## src/rtl/dma_chan_cond.sv

```systemverilog
module dma_chan_cond (
  input  logic        clk,
  input  logic        rst_n,
  input  logic        sw_wr,
  input  logic [15:0] sw_mask,
  input  logic [15:0] sw_val,
  input  logic        hw_dev_wr,
  input  logic [7:0]  hw_dev_mask,
  input  logic [7:0]  hw_dev_val,
  input  logic        sel_wr,
  input  logic [1:0]  sel_idx,
  input  logic [7:0]  sel_mask,
  input  logic [7:0]  sel_val,
  input  logic        cmd_valid,
  input  logic [2:0]  cmd_op,
  input  logic [1:0]  cmd_int,
  input  logic [1:0]  cmd_br,
  input  logic [1:0]  cmd_wait,
  input  logic        cmd_done,
  input  logic [15:0] req_bytes,
  input  logic [15:0] act_bytes,
  output logic [15:0] chan_status,
  output logic        take_int,
  output logic        take_br,
  output logic        must_wait,
  output logic        wb_valid,
  output logic [31:0] wb_word
);
  localparam int RUN = 15, WAKE = 12, DEAD = 11, ACT = 10, BRT = 8;
  localparam logic [15:0] SW_OK = 16'hF9FF;
  localparam logic [2:0] OP_NOP = 3'd6, OP_STOP = 3'd7;

  logic [15:0] cs, nx;
  logic [7:0]  sm [3];
  logic [7:0]  sv [3];
  logic [2:0]  hit;
  logic        wait_q, live, done_ok, wait_now;

  function automatic logic decide(input logic [1:0] code, input logic h);
    case (code)
      2'd0:    decide = 1'b0;
      2'd1:    decide = h;
      2'd2:    decide = ~h;
      default: decide = 1'b1;
    endcase
  endfunction

  for (genvar k = 0; k < 3; k++) begin : g_hit
    assign hit[k] = ((cs[7:0] & sm[k]) == sv[k]);
  end

  assign live      = cs[RUN] & ~cs[DEAD];
  assign take_int  = live & cmd_valid & decide(cmd_int, hit[0]);
  assign take_br   = live & cmd_valid & decide(cmd_br, hit[1]);
  assign wait_now  = cmd_valid & decide(cmd_wait, hit[2]);
  assign must_wait = live & (wait_q | wait_now);
  assign done_ok   = live & cmd_done;
  assign chan_status = cs;

  always_comb begin
    nx = cs;
    nx[WAKE] = 1'b0;
    if (hw_dev_wr) nx[7:0] = (nx[7:0] & ~hw_dev_mask) | (hw_dev_val & hw_dev_mask);
    if (sw_wr) nx = (nx & ~(sw_mask & SW_OK)) | (sw_val & sw_mask & SW_OK);
    if (done_ok && take_br) nx[BRT] = 1'b1;
    if (done_ok && cmd_op == OP_STOP) nx[ACT] = 1'b0;
    if (!cs[RUN] && nx[RUN]) nx[ACT] = 1'b1;
    if (!nx[RUN]) begin
      nx[ACT]  = 1'b0;
      nx[DEAD] = 1'b0;
    end
  end

  always_ff @(posedge clk or negedge rst_n) begin
    if (!rst_n) begin
      cs       <= '0;
      wait_q   <= 1'b0;
      wb_valid <= 1'b0;
      wb_word  <= '0;
      for (int k = 0; k < 3; k++) begin
        sm[k] <= '0;
        sv[k] <= '0;
      end
    end else begin
      cs <= nx;
      if (sel_wr && sel_idx != 2'd3) begin
        sm[sel_idx] <= sel_mask;
        sv[sel_idx] <= sel_val;
      end
      if (!nx[RUN])                 wait_q <= 1'b0;
      else if (cs[WAKE] && wait_q)  wait_q <= live & wait_now;
      else if (live && wait_now)    wait_q <= 1'b1;
      wb_valid <= done_ok;
      if (done_ok)
        wb_word <= {cs, (cmd_op == OP_NOP || cmd_op == OP_STOP) ? 16'd0 : req_bytes - act_bytes};
    end
  end
endmodule


```

## config.mk

```make
export PLATFORM = sky130hd
export DESIGN_NAME = dma_chan_cond
export DESIGN_NICKNAME = d
export VERILOG_FILES = /design/src/rtl/dma_chan_cond.sv
export SDC_FILE = /design/constraint.sdc
export NUM_CORES = 1
export LEC_CHECK = 0
export BUFFER_PORTS_ARGS = -buffer_cell sky130_fd_sc_hd__buf_2
export CORE_MARGIN = 4
export CORE_UTILIZATION = 55
export CTS_CLUSTER_SIZE = 25
export DETAILED_ROUTE_END_ITERATION = 6
export PLACE_DENSITY = 0.86
export SKIP_CTS_REPAIR_TIMING = 1
export SLEW_MARGIN = 30
export SYNTH_ARGS = -nofsm -noshare
export SYNTH_HDL_FRONTEND = slang
export SYNTH_SLANG_ARGS = --single-unit
```

## constraint.sdc

```tcl
create_clock -name clk -period 4.15 [get_ports clk]
set_clock_uncertainty 0.05 [all_clocks]
set_input_delay 0 -clock clk [delete_from_list [all_inputs] [get_ports clk]]
set_output_delay 0 -clock clk [all_outputs]
set_load 0.01 [all_outputs]
```

* Word level (Yosys, flattened, before mapping)
Index checks and enable logic that the tools add are counted.
** Storage, ports and cells
- RAM bits :: 0
- ROM bits :: 0
- Word-level logic and storage cells :: 87
- Output and inout bits :: 52
- Input port bits :: 114
- Memories kept :: 0
- Latch bits :: 0
- Register bits :: 98
** Operators by class
- Add/sub/neg operators :: 1
- Equal/unequal tests :: 15
- $lt $le $gt $ge :: 2
- Shifts and indexed selects :: 0
- Multiplexer cells :: 17
- Div/mod/pow operators :: 0
- Reduce and logical (&&, ||, !) cells :: 13
- Multiply operators :: 0
- Bitwise operators :: 25
** Operators by type and width (count)
- $bwmux 24 :: 2
- $and 8x8->8 :: 5
- $and 16x16->16 :: 2
- $mux 16 :: 2
- $eq 8x8->1 :: 3
- $demux 8 s2 :: 1
- $mux 8 :: 2
- $not 16->16 :: 1
- $or 16x16->16 :: 1
- $sub 16x16->16 :: 1
- $pmux 1 s3 :: 3
- $and 1x1->1 :: 8
- $not 8->8 :: 1
- $or 8x8->8 :: 1
- $logic_and 1x1->1 :: 7
- $eq 2x1->1 const B :: 3
- $eq 2x2->1 const B :: 3
- $eq 3x3->1 const B :: 2
- $logic_not 2->1 :: 3
- $mux 1 :: 6
- $ne 2x2->1 const B :: 2
- $ne 4x2->1 const B :: 1
- $not 1->1 :: 4
- $ge 3x3->1 const B :: 1
- 8 further kinds :: 8

* Depth between registers and ports, before layout
- Depth after elaboration :: 10
- Depth in mapped cells :: 9
- Depth with buffers taken out :: 9

* Least setup slack after synthesis
OpenSTA, ideal clock, no wires.
- Path type :: in2reg
- Start :: input port req_bytes[0]
- End :: register wb_word[14]
- Data arrival time :: 1.724 ns
- Slack :: 2.307 ns
- Path buffers :: 0
- Data required time :: 4.031 ns
- Library setup time :: 0.069 ns
- Cell stages on the path :: 9
- Cells stage by stage :: inv_1 > ha_1 > fa_1 > and2b_1 > o21ai_2 > a21boi_2 > a31oi_1 > or4_1 > nand3_1
** On the way
- Cells in the longest elaborated chain, start to end :: 2
** Ends and longest elaborated chain
- start, declared :: line 20 : input logic [15:0] req_bytes,
- $sub 16x16->16 :: line 95 : wb_word <= {cs, (cmd_op == OP_NOP || cmd_op == OP_STOP) ? 16'd0 : req_bytes - act_bytes};
- $mux 16 :: line 95
- end signal, assigned :: line 95
- end, declared :: line 27 : output logic [31:0] wb_word
No other way between the ends.
A chain may end at the register's enable or synchronous reset.

* Worst setup path in the final report
- Start :: register cs[3], in the netlist chan_status[3]
- End :: register cs[8], in the netlist chan_status[8]
** On the way
- Cells in the longest elaborated chain, start to end :: 7
- Elaborated cells between the ends (all ways) :: 8
- Those cells by class :: eq/ne: 1; mux: 2; bitwise: 3; reduce/logical: 2
** Ends and longest elaborated chain
- start, declared :: line 33 : logic [15:0] cs, nx;
- start signal, assigned :: line 85 : cs <= nx;
- $and 8x8->8 (*) :: line 49 : assign hit[k] = ((cs[7:0] & sm[k]) == sv[k]);
- $eq 8x8->1 (*) :: line 49
- $not 1->1 :: line 43 : 2'd2: decide = ~h;
- $pmux 1 s3 (*) :: line 40 : case (code)
- $and 1x1->1 (*) :: line 54 : assign take_br = live & cmd_valid & decide(cmd_br, hit[1]);
- $logic_and 1x1->1 (*) :: line 65 : if (done_ok && take_br) nx[BRT] = 1'b1;
- $mux 1 or $reduce_bool 2->1 (tied branches)
Mark *: on every way between the ends. The rest lies on a longest branch, timed or not.

==> results by group <==
STA
  – Endpoints failing setup: 0
  – Setup TNS: 0 ns
  – Max-slew headroom: 0.4022
  – Final worst path period need: about 2.7 ns
  – Slew Limit Fails: 0
  – Final Hold Viols: 3
  – Max Fclk: approximately 370 MHz
  – Fin crit share: 0.6590
  – Unrepaired setup endpoints after global routing: false
  – Slew @ Worst Pin: 0.8940 ns
  – Hold_ws: -0.05125 ns

Critical path
  – CP Launch Type: flip-flop
  – CP Data Arrival Time: between 2 and 3 ns
  – Register-to-Register Path Depth: 7
  – Crit-path max FO: 8
  – Critical Path RT: roughly 4.3 ns
  – Setup crit end kind: flip-flop
  – Crit Path Category: flip-flop to flip-flop

Floorplan
  – Core Box Area: roughly 0.009 mm²
  – Num ports: around 170
  – Initial Util: 0.5668
  – Rows: 34
  – Total die area: approximately 0.011 mm²
  – Die H: between 100 and 150 µm
  – Die width: 103.0 µm

Cells and area
  – Ant diodes: 0
  – Syn-to-layout area delta: 32.87%
  – Nets: ~820
  – Layout cells sized above 1: 0.3391

Clocking
  – CTS Root Cell: clkbuf_8
  – Clk sink count: 96
  – Clk_lat worst skew: roughly 0.36 ns
  – CTS H-tree lvls: 3
  – Clock slew at reported path FFs: ~0.090 ns
  – Deepest clock path buffer count: 2
  – Total CTS buffers: 9
  – CTS tree: yes

Synthesis
  – Synth top area cells: dfrtp_1 (48%), mux2_2 (12%), nand2_1 (7.0%)
  – Post-synth top area cell: dfrtp_1
  – Synth Register Bits: between 90 and 100
  – Synth Area per Inst: roughly 10 µm²
  – Ys async rst share: 1.000
  – Post-synthesis cell type count: 55
  – Cells after synthesis: around 480
  – Post-synth top flop: dfrtp_1
  – Sequential cell area fraction in the yosys report: 0.4836
  – Ys Warns: 0
  – Number of flops mapped to enable cells by yosys: 0
  – Synth Cell Area: a little under 0.005 mm²
  – Yosys top cell area share: 0.4836

Status
  – Failing checks: negative hold slack
  – Status: finished with violations

Detailed routing
  – Vias: 4459
  – DR DRC count: 0
  – Vias per std cell: 5.567
  – WL final: approximately 14000 µm
  – Wirelength per Cell: ~18 µm
  – Initial DRC Count: 200
  – Initial DRT Pass Iterations: 4
  – Routed Antenna Nets: 0

Min path
  – Hold Path Class: input pin to flip-flop
  – WHS Path Cells: 4

Power
  – Max VDD drop: between 0.0002 and 0.00025 V
  – P per Cell Area: about 420 mW/mm²
  – Pleak: roughly 3.4 nW

Global route
  – Largest net degree at the start of global routing: between 60 and 70
  – GR Util All Layers: 0.2460
  – Grt total ovfl: 0
  – Antenna violations before repair: 0
  – First-pass GRT wire length: between 20000 and 25000 µm
  – Vias in the first global route: 4150

Placed design
  – RD Place Congestion: slightly below 0.9
  – Port Buffer Count: approximately 160
  – DP HPWL: between 9000 and 10000 µm

Flow run
  – Number of max-cap violations: 0
==> power breakdown <==
part	total, mW	internal [mW]	switching, mW
sequential	1.29	1.13	0.158
clock	0.705	0.377	0.329
combinational	0.784	0.386	0.398
==> logic make-up (layout without fill, tap and decap cells) <==
family	count (synthesis)	in the layout	synth area share
AND/OR/NAND/NOR	156	156	0.1489
flip-flops	96	96	0.4836
AO/OA/AOI/OAI	89	89	0.1171
multiplexers	64	64	0.1418
buffers and inverters	35	250	0.02997
XOR/XNOR	19	19	0.03350
adder cells (fa/ha/maj)	17	17	0.04433
other	1	2	0.0007549
==> layer usage <==
metal  track usage  wire [µm]
met5             0          0
met4       0.07470        309
met3       0.03248        835
met2        0.4544       7328
met1        0.2971       5576
==> worst max-delay path: stages (launching register included) <==
cell           delay [ns]
dfrtp_1              0.54
a21boi_0             0.20
a211oi_1             0.36
nand4_1              0.22
mux2i_1              0.24
nor2_1               0.10
a221o_1              0.36
dlygate4sd3_1        0.56
==> layout make-up <==
class	count	area, µm²
clock inverters	5	85.08
clock buffers	11	151.4
multi-input cells	347	2420
well taps	108	135.1
repair buffers	212	1324
fillers	603	2163
inverters	22	82.58
flip-flops and latches	96	2402
==> cell usage after synthesis, drive strengths merged, types with 8 or more instances <==
cell type  instances
dfrtp             96
nand2             93
mux2              51
a21oi             24
o21ai             24
inv               22
ha                16
nor2              16
and3              15
mux2i             13
xor2              13
clkbuf             8
==> metrics by stage <==
| stage | total power [mW] | cell area (µm²) | cells | setup WS, ns | utilization |
|---|---|---|---|---|---|
| 2_1_floorplan | 1.696 | 4971 | 478 | 2.307 | - |
| 3_3_place_gp | 1.972 | 5853 | 734 | 1.959 | 0.6679 |
| 3_5_place_dp | 2.019 | 5853 | 734 | 1.886 | 0.6679 |
| 4_1_cts | 2.724 | 6090 | 750 | 1.796 | 0.6949 |
| 5_1_grt | 2.930 | 6600 | 801 | 1.297 | 0.7531 |
| 6_report | 2.778 | 6600 | 801 | 1.415 | 0.7531 |
==> layout by cell type (no fill, tap or decap), types with 5 or more instances in the layout <==
| cell | count |
|---|---|
| mux2_2 | 51 |
| a211oi_1 | 5 |
| ha_1 | 16 |
| a21boi_0 | 6 |
| dlygate4sd3_1 | 51 |
| nor2_1 | 16 |
| o21ai_0 | 22 |
| mux2i_1 | 13 |
| buf_2 | 158 |
| a21oi_1 | 23 |
| and3_1 | 14 |
| and2_1 | 5 |
| nand3_1 | 5 |
| inv_1 | 22 |
| clkbuf_8 | 11 |
| and3b_1 | 5 |
| xnor2_1 | 6 |
| dfrtp_1 | 96 |
| nand2_1 | 93 |
| xor2_1 | 13 |
| a21o_1 | 5 |
| nand4_1 | 5 |
==> sequential cells by signal, summed over array words and instances, names as in the netlist, named ones only <==
name / cells
sm: 24
wb_word: 31
wb_valid: 1
wait_q: 1
sv: 24
chan_status: 13
==> path summary, 6_finish.rpt <==
| check | start | endpoint | slack [ns] |
|---|---|---|---|
| setup / recovery | chan_status[3] | chan_status[8] | 1.42 |
| hold / removal | cmd_op[0] | chan_status[10] | -0.05 |
| setup reg to reg | chan_status[3] | chan_status[8] | 1.42 |
| hold reg to reg | wb_word[19] | wb_word[19] | 0.43 |
| max in group asynchronous | rst_n | wb_word[19] | 2.88 |
| min in group asynchronous | rst_n | wb_word[30] | 0.21 |
No activity file was read; power rests on OpenSTA's default activity.
